$ cat src/rtl/md_pkg.sv
package md_pkg;
  localparam logic [5:0] FN_RD_HI  = 6'h10;
  localparam logic [5:0] FN_WR_HI  = 6'h11;
  localparam logic [5:0] FN_RD_LO  = 6'h12;
  localparam logic [5:0] FN_WR_LO  = 6'h13;
  localparam logic [5:0] FN_MUL_S  = 6'h18;
  localparam logic [5:0] FN_MUL_U  = 6'h19;
  localparam logic [5:0] FN_DIV_S  = 6'h1A;
  localparam logic [5:0] FN_DIV_U  = 6'h1B;

  function automatic logic fn_is_arith(input logic [5:0] f);
    return (f == FN_MUL_S) || (f == FN_MUL_U) || (f == FN_DIV_S) || (f == FN_DIV_U);
  endfunction

  function automatic logic fn_is_div(input logic [5:0] f);
    return (f == FN_DIV_S) || (f == FN_DIV_U);
  endfunction

  function automatic logic fn_is_signed(input logic [5:0] f);
    return (f == FN_MUL_S) || (f == FN_DIV_S);
  endfunction

  function automatic logic fn_is_read(input logic [5:0] f);
    return (f == FN_RD_HI) || (f == FN_RD_LO);
  endfunction
endpackage

$ cat src/rtl/md_prep.sv
module md_prep #(
  parameter int W = 32
) (
  input  logic         sgn,
  input  logic [W-1:0] a,
  input  logic [W-1:0] b,
  output logic [W-1:0] a_mag,
  output logic [W-1:0] b_mag,
  output logic         a_neg,
  output logic         b_neg
);
  always_comb begin
    a_neg = sgn & a[W-1];
    b_neg = sgn & b[W-1];
    a_mag = a_neg ? (~a + W'(1)) : a;
    b_mag = b_neg ? (~b + W'(1)) : b;
  end
endmodule

$ cat src/rtl/md_engine.sv
module md_engine #(
  parameter int W = 32
) (
  input  logic         clk,
  input  logic         rst,
  input  logic         load,
  input  logic         is_div,
  input  logic [W-1:0] a_mag,
  input  logic [W-1:0] b_mag,
  output logic         last,
  output logic [W-1:0] nxt_up,
  output logic [W-1:0] nxt_lo
);
  localparam int CW = $clog2(W);

  logic [W-1:0]  up_q, low_q, opnd_q;
  logic [CW-1:0] cnt_q;
  logic          active_q, div_q;

  logic [W:0]    mul_sum;
  logic [W:0]    div_sh, div_diff;

  always_comb begin
    mul_sum  = {1'b0, up_q} + (low_q[0] ? {1'b0, opnd_q} : '0);
    div_sh   = {up_q, low_q[W-1]};
    div_diff = div_sh - {1'b0, opnd_q};
    if (div_q) begin
      if (!div_diff[W]) begin
        nxt_up = div_diff[W-1:0];
        nxt_lo = {low_q[W-2:0], 1'b1};
      end else begin
        nxt_up = div_sh[W-1:0];
        nxt_lo = {low_q[W-2:0], 1'b0};
      end
    end else begin
      nxt_up = mul_sum[W:1];
      nxt_lo = {mul_sum[0], low_q[W-1:1]};
    end
    last = active_q && (cnt_q == CW'(W-1));
  end

  always_ff @(posedge clk) begin
    if (rst) begin
      up_q     <= '0;
      low_q    <= '0;
      opnd_q   <= '0;
      cnt_q    <= '0;
      active_q <= 1'b0;
      div_q    <= 1'b0;
    end else if (load) begin
      up_q     <= '0;
      low_q    <= is_div ? a_mag : b_mag;
      opnd_q   <= is_div ? b_mag : a_mag;
      cnt_q    <= '0;
      active_q <= 1'b1;
      div_q    <= is_div;
    end else if (active_q) begin
      up_q  <= nxt_up;
      low_q <= nxt_lo;
      cnt_q <= cnt_q + CW'(1);
      if (last) active_q <= 1'b0;
    end
  end
endmodule

$ cat src/rtl/md_fix.sv
module md_fix #(
  parameter int W = 32
) (
  input  logic         is_div,
  input  logic         neg_q,
  input  logic         neg_r,
  input  logic [W-1:0] raw_up,
  input  logic [W-1:0] raw_lo,
  output logic [W-1:0] res_hi,
  output logic [W-1:0] res_lo
);
  logic [2*W-1:0] prod;

  always_comb begin
    prod = {raw_up, raw_lo};
    if (neg_q) prod = ~prod + (2*W)'(1);
    if (is_div) begin
      res_lo = neg_q ? (~raw_lo + W'(1)) : raw_lo;
      res_hi = neg_r ? (~raw_up + W'(1)) : raw_up;
    end else begin
      res_lo = prod[W-1:0];
      res_hi = prod[2*W-1:W];
    end
  end
endmodule

$ cat src/rtl/muldiv_hilo.sv
module muldiv_hilo #(
  parameter int W = 32
) (
  input  logic         clk,
  input  logic         rst,
  input  logic         start,
  input  logic [5:0]   func,
  input  logic [W-1:0] opa,
  input  logic [W-1:0] opb,
  output logic         busy,
  output logic [W-1:0] hi_q,
  output logic [W-1:0] lo_q,
  output logic         rd_valid,
  output logic [W-1:0] rd_data
);
  import md_pkg::*;

  logic [W-1:0] hi_r, lo_r, rd_data_r;
  logic         busy_r, dz_r, negq_r, negr_r, div_r;
  logic         pend_r, pend_hi_r, rd_valid_r;

  logic         accept, load;
  logic [W-1:0] a_mag, b_mag;
  logic         a_neg, b_neg;
  logic         eng_last;
  logic [W-1:0] eng_up, eng_lo, res_hi, res_lo;

  assign accept = start && !busy_r && !pend_r;
  assign load   = accept && fn_is_arith(func);

  md_prep #(.W(W)) u_prep (
    .sgn   (fn_is_signed(func)),
    .a     (opa),
    .b     (opb),
    .a_mag (a_mag),
    .b_mag (b_mag),
    .a_neg (a_neg),
    .b_neg (b_neg)
  );

  md_engine #(.W(W)) u_eng (
    .clk    (clk),
    .rst    (rst),
    .load   (load),
    .is_div (fn_is_div(func)),
    .a_mag  (a_mag),
    .b_mag  (b_mag),
    .last   (eng_last),
    .nxt_up (eng_up),
    .nxt_lo (eng_lo)
  );

  md_fix #(.W(W)) u_fix (
    .is_div (div_r),
    .neg_q  (negq_r),
    .neg_r  (negr_r),
    .raw_up (eng_up),
    .raw_lo (eng_lo),
    .res_hi (res_hi),
    .res_lo (res_lo)
  );

  always_ff @(posedge clk) begin
    if (rst) begin
      hi_r       <= '0;
      lo_r       <= '0;
      busy_r     <= 1'b0;
      dz_r       <= 1'b0;
      negq_r     <= 1'b0;
      negr_r     <= 1'b0;
      div_r      <= 1'b0;
      pend_r     <= 1'b0;
      pend_hi_r  <= 1'b0;
      rd_valid_r <= 1'b0;
      rd_data_r  <= '0;
    end else begin
      rd_valid_r <= 1'b0;
      if (load) begin
        busy_r <= 1'b1;
        div_r  <= fn_is_div(func);
        dz_r   <= fn_is_div(func) && (opb == '0);
        negq_r <= a_neg ^ b_neg;
        negr_r <= fn_is_div(func) && a_neg;
      end
      if (eng_last) begin
        busy_r <= 1'b0;
        if (!dz_r) begin
          hi_r <= res_hi;
          lo_r <= res_lo;
        end
      end
      if (accept && func == FN_WR_HI) hi_r <= opa;
      if (accept && func == FN_WR_LO) lo_r <= opa;
      if (start && busy_r && fn_is_read(func)) begin
        pend_r    <= 1'b1;
        pend_hi_r <= (func == FN_RD_HI);
      end
      if (accept && fn_is_read(func)) begin
        rd_valid_r <= 1'b1;
        rd_data_r  <= (func == FN_RD_HI) ? hi_r : lo_r;
      end
      if (pend_r && !busy_r) begin
        pend_r     <= 1'b0;
        rd_valid_r <= 1'b1;
        rd_data_r  <= pend_hi_r ? hi_r : lo_r;
      end
    end
  end

  assign busy     = busy_r;
  assign hi_q     = hi_r;
  assign lo_q     = lo_r;
  assign rd_valid = rd_valid_r;
  assign rd_data  = rd_data_r;
endmodule

$ cat config.mk
export PLATFORM = sky130hd
export DESIGN_NAME = muldiv_hilo
export DESIGN_NICKNAME = d
export VERILOG_FILES = /design/src/rtl/md_pkg.sv /design/src/rtl/md_prep.sv /design/src/rtl/md_engine.sv /design/src/rtl/md_fix.sv /design/src/rtl/muldiv_hilo.sv
export SDC_FILE = /design/constraint.sdc
export NUM_CORES = 1
export LEC_CHECK = 0
export BUFFER_PORTS_ARGS = -buffer_cell sky130_fd_sc_hd__buf_2
export CORE_ASPECT_RATIO = 1.4
export CORE_MARGIN = 2
export CORE_UTILIZATION = 50
export DETAILED_ROUTE_END_ITERATION = 12
export HOLD_SLACK_MARGIN = 0.15
export PLACE_DENSITY = 0.69
export SYNTH_ARGS = -nofsm -noshare
export SYNTH_HDL_FRONTEND = slang
export SYNTH_HIERARCHICAL = 1
export SYNTH_SLANG_ARGS = --single-unit
$ cat constraint.sdc
create_clock -name clk -period 11.35 [get_ports clk]
set_clock_uncertainty 0.05 [all_clocks]
set_input_delay 2.27 -clock clk [delete_from_list [all_inputs] [get_ports clk]]
set_output_delay 2.27 -clock clk [all_outputs]
set_load 0.05 [all_outputs]
* Yosys cells after proc, flatten, opt, wreduce, memory -nomap -nowiden
Index checks and enable logic that the tools add are counted.
Word-level totals: logic and storage cells 104, flip-flop bits (word level) 206, output and inout bits 98
Operators by class: $add $sub $neg 8, equality and inequality tests 11, mux-type cells 31, reductions and logical operators 30, bitwise logic cells 8
Operators by type and width (number):
- 32-bit two-way mux | 24
- 32-bit by 1-bit adder with 32-bit output, second input constant | 4
- 32-bit inverter | 4
- 64-bit by 1-bit adder with 64-bit output, second input constant | 1
- 64-bit two-way mux | 1
- 64-bit inverter | 1
- 6-bit by 5-bit equality test with 1-bit output, second input constant | 8
- 32-bit by 33-bit adder with 33-bit output | 1
- 33-bit by 32-bit subtractor with 33-bit output | 1
- 32-bit logical NOT | 1
- 1-bit logical AND | 12
- 2-bit nonzero test | 4
- 1-bit logical OR | 6
- 1-bit two-way mux | 6
- 2-bit OR reduction | 3
- 5-bit by 1-bit adder with 5-bit output, second input constant | 1
- 5-bit equality test, second input constant | 1
- 2-bit by 1-bit != test with 1-bit output, second input constant | 2
- 2-bit AND reduction | 2
- 1-bit AND | 2
- 1-bit logical NOT | 2
- 1-bit XOR | 1

* Longest topological paths before layout
word-level depth 10, gate-level depth with buffers 22

* Cells and area by module
Netlist, hierarchy kept.
By module, submodules not included:
- md_engine | sequential area each 2062.0 sq um, area an instance 9562.9 sq um, times used 1, cells an instance 1256
- muldiv_hilo | sequential area each 2082.0 sq um, area an instance 5542.8 sq um, times used 1, cells an instance 636
- md_fix | sequential area each 0.0 sq um, area an instance 1945.6 sq um, times used 1, cells an instance 291
- md_prep | sequential area each 0.0 sq um, area an instance 1342.5 sq um, times used 1, cells an instance 199

* Worst setup path after synthesis
OpenSTA, ideal clock, no wires.
kind flip-flop to flip-flop, start point register u_eng.up_q[1], end point register hi_r[16] (netlist: hi_q[16]), clock period less this slack 5149 ps, cell stages (with the launch flop) 20, library setup time 86 ps, arrival time 5014 ps, setup slack 6201 ps, cells stage by stage dfxtp_1 -> ha_1 -> nor2b_4 -> o31a_1 -> o311a_4 -> o31a_4 -> mux2i_4 -> nor2_2 -> buf_4 -> nor2_1 -> a211oi_1 -> nor2b_1 -> or4_1 -> or2_2 -> clkbuf_1 -> or4b_2 -> a21oi_1 -> xnor2_1 -> mux2i_1 -> a211oi_1
Between the ends: longest elaborated chain between the ends 10
Ends and longest elaborated chain:
- start: declaration | RTL line md_engine.sv:16 | logic [W-1:0] up_q, low_q, opnd_q;
- start signal: assignment | RTL line md_engine.sv:58 | up_q <= nxt_up;
- 33-bit by 32-bit subtractor with 33-bit output | RTL line md_engine.sv:26 | div_diff = div_sh - {1'b0, opnd_q};
- 32-bit two-way mux | RTL line md_engine.sv:28 | if (!div_diff[W]) begin
- 32-bit two-way mux (*) | RTL line md_engine.sv:27 | if (div_q) begin
- net eng_up[8] | RTL line muldiv_hilo.sv:26 | logic [W-1:0] eng_up, eng_lo, res_hi, res_lo;
- 64-bit inverter or 32-bit inverter (tied branches) | RTL line md_fix.sv:16, md_fix.sv:19
- 64-bit by 1-bit adder with 64-bit output or 32-bit by 1-bit adder with 32-bit output (tied branches) | RTL line md_fix.sv:16, md_fix.sv:19
- 64-bit two-way mux or 32-bit two-way mux (tied branches) | RTL line md_fix.sv:16, md_fix.sv:19
- 32-bit two-way mux (*) | RTL line md_fix.sv:17 | if (is_div) begin
- net res_hi[16] | RTL line muldiv_hilo.sv:26
- 32-bit two-way mux (*) | RTL line muldiv_hilo.sv:87 | if (!dz_r) begin
- 32-bit two-way mux (*) | RTL line muldiv_hilo.sv:85 | if (eng_last) begin
- 32-bit two-way mux (*) | RTL line muldiv_hilo.sv:92 | if (accept && func == FN_WR_HI) hi_r <= opa;
- end signal: assignment | RTL line muldiv_hilo.sv:88 | hi_r <= res_hi;
- end signal: assignment | RTL line muldiv_hilo.sv:92
- end: declaration | RTL line muldiv_hilo.sv:18 | logic [W-1:0] hi_r, lo_r, rd_data_r;
Mark *: on every way through the listed nets, which the timed path passes. The rest lies on a longest branch. The select of a mux whose other input is x is not followed. A chain may end at the register's enable or synchronous reset.

* Worst setup path after layout
start point register u_eng.low_q[0], end point register hi_r[31] (netlist: hi_q[31])
Between the ends: longest elaborated chain between the ends 10
Ends and longest elaborated chain:
- start: declaration | RTL line md_engine.sv:16
- start signal: assignment | RTL line md_engine.sv:52 | low_q <= is_div ? a_mag : b_mag;
- start signal: assignment | RTL line md_engine.sv:59 | low_q <= nxt_lo;
- 32-bit two-way mux (*) | RTL line md_engine.sv:24 | mul_sum = {1'b0, up_q} + (low_q[0] ? {1'b0, opnd_q} : '0);
- 32-bit by 33-bit adder with 33-bit output (*) | RTL line md_engine.sv:24
- 32-bit two-way mux (*) | RTL line md_engine.sv:27
- net eng_up[25] | RTL line muldiv_hilo.sv:26
- 64-bit inverter or 32-bit inverter (tied branches) | RTL line md_fix.sv:16, md_fix.sv:19
- 64-bit by 1-bit adder with 64-bit output or 32-bit by 1-bit adder with 32-bit output (tied branches) | RTL line md_fix.sv:16, md_fix.sv:19
- 64-bit two-way mux or 32-bit two-way mux (tied branches) | RTL line md_fix.sv:16, md_fix.sv:19
- 32-bit two-way mux (*) | RTL line md_fix.sv:17
- net res_hi[31] | RTL line muldiv_hilo.sv:26
- 32-bit two-way mux (*) | RTL line muldiv_hilo.sv:87
- 32-bit two-way mux (*) | RTL line muldiv_hilo.sv:85
- 32-bit two-way mux (*) | RTL line muldiv_hilo.sv:92
Marked as above.

==> impl_metrics.env <==
export IMPL_status="finished clean"
export IMPL_p_int_mw=1.37
export IMPL_synth_flop_cell="dfxtp_1"
export IMPL_reg2reg_slack_ns=4.40
export IMPL_final_cell_mix="283 x nor2_1, 203 x dfxtp_1, 187 x nand2_1"
export IMPL_drv_slew=0
export IMPL_maxSlewHeadroom_pct=14.1
export IMPL_grt_max_degree=115
export IMPL_worstHoldEndpoint="rd_data[14]$_SDFFE_PP0P_"
export IMPL_setup_viol=0
export IMPL_start_util_pct=50.5
export IMPL_min_from="rd_data[14]$_SDFFE_PP0P_"
export IMPL_rr_startpoint="u_eng/low_q[0]$_SDFFE_PP0P_"
export IMPL_coreArea_sq_um=36500
export IMPL_multi_input_area_sq_um=13300
export IMPL_cts_buffers_inserted=24
export IMPL_cap_violations=0
export IMPL_grt_pass1_wl_um=109000
export IMPL_post_dp_hpwl_um=55600
export IMPL_vias_per_cell=6.42
export IMPL_period_minus_slack_ns=6.95
export IMPL_first_global_vias=18000
export IMPL_n_fill_cell=3530
export IMPL_drt_iter0_drc=1803
export IMPL_cts_clk_slew_worst_paths_ns=0.06
export IMPL_holdCritPathClass="reg -> reg"
export IMPL_finalCritPeriodShare_pct=61.2
export IMPL_fmax_mhz=144
export IMPL_hold_viol=0
export IMPL_p_seq_share_pct=36.8
export IMPL_ys_seq_elements=207
export IMPL_end_kind="flip-flop"
export IMPL_antennaDiodeCount=0
export IMPL_rsz0062_at_grt="false"
export IMPL_path_class="reg -> reg"
export IMPL_gp_congestion=0.990
export IMPL_p_sw_share_pct=32.7
export IMPL_cts_setup_buffers=0
export IMPL_layout_area_seq_sq_um=4150
export IMPL_crit_path_max_fanout=19
export IMPL_areaGrowthSynthToFinish_pct=9.36
export IMPL_async_reset_ff_share_pct=0
export IMPL_ir_drop_mv=0.116
export IMPL_worst_pin_slew_ns=1.28
export IMPL_clock_latency_ns=0.55
export IMPL_timing_rr_end="hi_q[31]$_SDFFE_PP0P_"
export IMPL_ys_warn_count=6
export IMPL_switchingPower_mw=0.667
export IMPL_arrival_ns=7.35
export IMPL_synth_edf_count=0
export IMPL_layout_commonest_cell="nor2_1"
export IMPL_die_x_um=166
export IMPL_yosysSeqAreaShare_pct=22.5
export IMPL_cts_tree="done"
export IMPL_clockBufferDepth=3
export IMPL_syn_inst=2382
export IMPL_grt_ovfl_total=0
export IMPL_ys_types=101
export IMPL_cts_root_buf="clkbuf_16"
export IMPL_static_leakage_power_nw=8.04
export IMPL_crit_slowest_cell="dfxtp_1"
export IMPL_required_ns=11.76
export IMPL_postRouteAntennaNets=0
export IMPL_dr_pass1_iters=5
export IMPL_io_buffers=170
export IMPL_cts_sinks=207
export IMPL_p_comb_share_pct=24.0
export IMPL_crit_path_start_kind="flip-flop"
export IMPL_pwr_share_clk_pct=39.2
export IMPL_fin_setup_tns_ns=0
export IMPL_route_detailed_drc=0
export IMPL_syn_avg_cell_area_sq_um=7.72
export IMPL_power_mw=2.04
export IMPL_io_pins=171
export IMPL_drive_gt1_share_pct=14.9
export IMPL_crit_path_cell_trace="buf_4 > and2_1 > ha_1 > fa_1 > a211oi_1 > o31a_1 > or4b_1 > a211oi_1 > o21bai_1 > mux2i_1 > nand3_1 > o221ai_1 > or4_1 > or2_2 > or4_1 > nor2_1 > a31oi_1 > xor2_1 > mux2i_1 > a211oi_1"
export IMPL_grt_usage_pct=36.2
export IMPL_syn_nets=2527
export IMPL_cpMostUsedCell="a211oi_1"
export IMPL_max_stage_delay_ns=0.89
export IMPL_rows=83
export IMPL_nNetsFinal=2585
export IMPL_holdPathStages=2
export IMPL_postCtsHoldBufs=0
export IMPL_antenna_found_initial=1
export IMPL_cts_resized=0
export IMPL_fp_dieArea_sq_um=38400
export IMPL_reg2regPathDepth=20
export IMPL_die_h_um=231
export IMPL_syn_area_sq_um=18400
export IMPL_routed_wl_um=72500
export IMPL_routedWlPerCell_um=24.8
export IMPL_num_vias=18800
export IMPL_p_per_area_nw_per_um2=101
export IMPL_htree_levels=1
-- how the worst max path moves through the flow --
stage	startpoint	endpoint	slack, ns	depth (start not counted)
floorplan	u_eng/up_q[1]$_SDFFE_PP0P_	hi_q[16]$_SDFFE_PP0P_	6.20	19
global placement	u_eng/low_q[0]$_SDFFE_PP0P_	hi_q[31]$_SDFFE_PP0P_	4.49	20
detailed placement	u_eng/low_q[0]$_SDFFE_PP0P_	hi_q[31]$_SDFFE_PP0P_	4.50	20
CTS	u_eng/low_q[0]$_SDFFE_PP0P_	hi_q[31]$_SDFFE_PP0P_	4.47	20
global route	u_eng/low_q[0]$_SDFFE_PP0P_	hi_q[31]$_SDFFE_PP0P_	4.15	20
finish	u_eng/low_q[0]$_SDFFE_PP0P_	hi_q[31]$_SDFFE_PP0P_	4.40	20
-- state kept, by name (all words and copies together), names as in the netlist --
name / flops
u_eng/active_q: 1
lo_q: 32
u_eng/cnt_q: 5
u_eng/div_q: 1
busy: 1
rd_valid: 1
u_eng/up_q: 32
u_eng/low_q: 32
u_eng/opnd_q: 32
div_r: 1
hi_q: 32
negq_r: 1
pend_hi_r: 1
dz_r: 1
pend_r: 1
negr_r: 1
rd_data: 32
-- critical path: cells and delay by family (launching register included) --
kind,cells,cell delay (ns)
AND/OR/NAND/NOR,7,2.53
adder cells (fa/ha/maj),2,0.48
multiplexers,2,0.30
buffers and inverters,1,0.34
XOR/XNOR,1,0.41
AO/OA/AOI/OAI,7,1.85
flip-flops,1,0.89
-- power by group through the flow --
| stage | Sequential [mW] | Clock (mW) | Combinational, mW |
|---|---|---|---|
| 3_5_place_dp | 0.767 | 0 | 0.473 |
| 5_1_grt | 0.752 | 0.834 | 0.516 |
| 3_3_place_gp | 0.767 | 0 | 0.473 |
| 6_report | 0.752 | 0.799 | 0.490 |
| 4_1_cts | 0.751 | 0.809 | 0.476 |
| 2_1_floorplan | 0.772 | 0 | 0.319 |
-- through the flow --
step	instances	utilization [%]	setup WS, ns	hold slack [ns]	area [sq um]
2_1_floorplan	2382	-	6.20	0.381	18400
3_3_place_gp	2881	53.0	4.49	0.433	19300
3_5_place_dp	2881	53.0	4.50	0.440	19300
4_1_cts	2924	55.2	4.47	0.450	20100
5_1_grt	2924	55.2	4.15	0.460	20100
6_report	2924	55.2	4.40	0.447	20100
-- layer usage --
layer / up-vias / GRT usage [%] / routed length (um)
met5: - / 0 / 0
met4: 0 / 24.2 / 5650
met3: 271 / 4.46 / 4080
met2: 831 / 63.7 / 35300
met1: 8922 / 41.1 / 27500
li1: 8749 / - / -
-- Yosys cell counts (14+ instances only) --
cell type	count	area (sq um)
nand3_1	37	185
buf_1	15	56.3
nand2b_1	20	125
and3_1	25	156
a311oi_1	33	289
nor2_1	284	1070
and2_1	39	244
nor3_1	31	155
dfxtp_1	207	4140
mux2i_1	160	1600
xnor2_1	115	1010
inv_1	69	259
nor2b_1	17	106
nand2_1	187	702
nor4_1	32	200
a211oi_1	109	818
buf_2	14	70.1
o21a_1	17	128
ha_1	70	876
nand3b_1	70	526
mux2_2	63	709
o31ai_1	29	218
o21ai_0	96	480
a31oi_1	18	113
clkbuf_1	121	454
or3_1	39	244
a21o_1	28	210
a21oi_1	180	901
or2_2	17	106
xor2_1	56	490
-- cell families (layout without fill, tap and decap cells) --
family / count (synthesis) / after routing / share of synthesized area, %
XOR/XNOR: 171 / 171 / 8.14
multiplexers: 228 / 228 / 13.0
buffers and inverters: 238 / 313 / 5.43
flip-flops: 207 / 207 / 22.5
AND/OR/NAND/NOR: 857 / 857 / 23.6
adder cells (fa/ha/maj): 72 / 72 / 4.98
AO/OA/AOI/OAI: 609 / 609 / 22.3
-- final cells by class --
cell class | instances | area share, %
inverter | 72 | 1.35
clock inverter | 5 | 0.249
tap | 467 | 2.90
multi-input combinational | 1937 | 65.9
clock buffer | 38 | 3.65
timing repair buffer | 198 | 5.29
sequential | 207 | 20.6
Power figures use the tool's default switching activity.
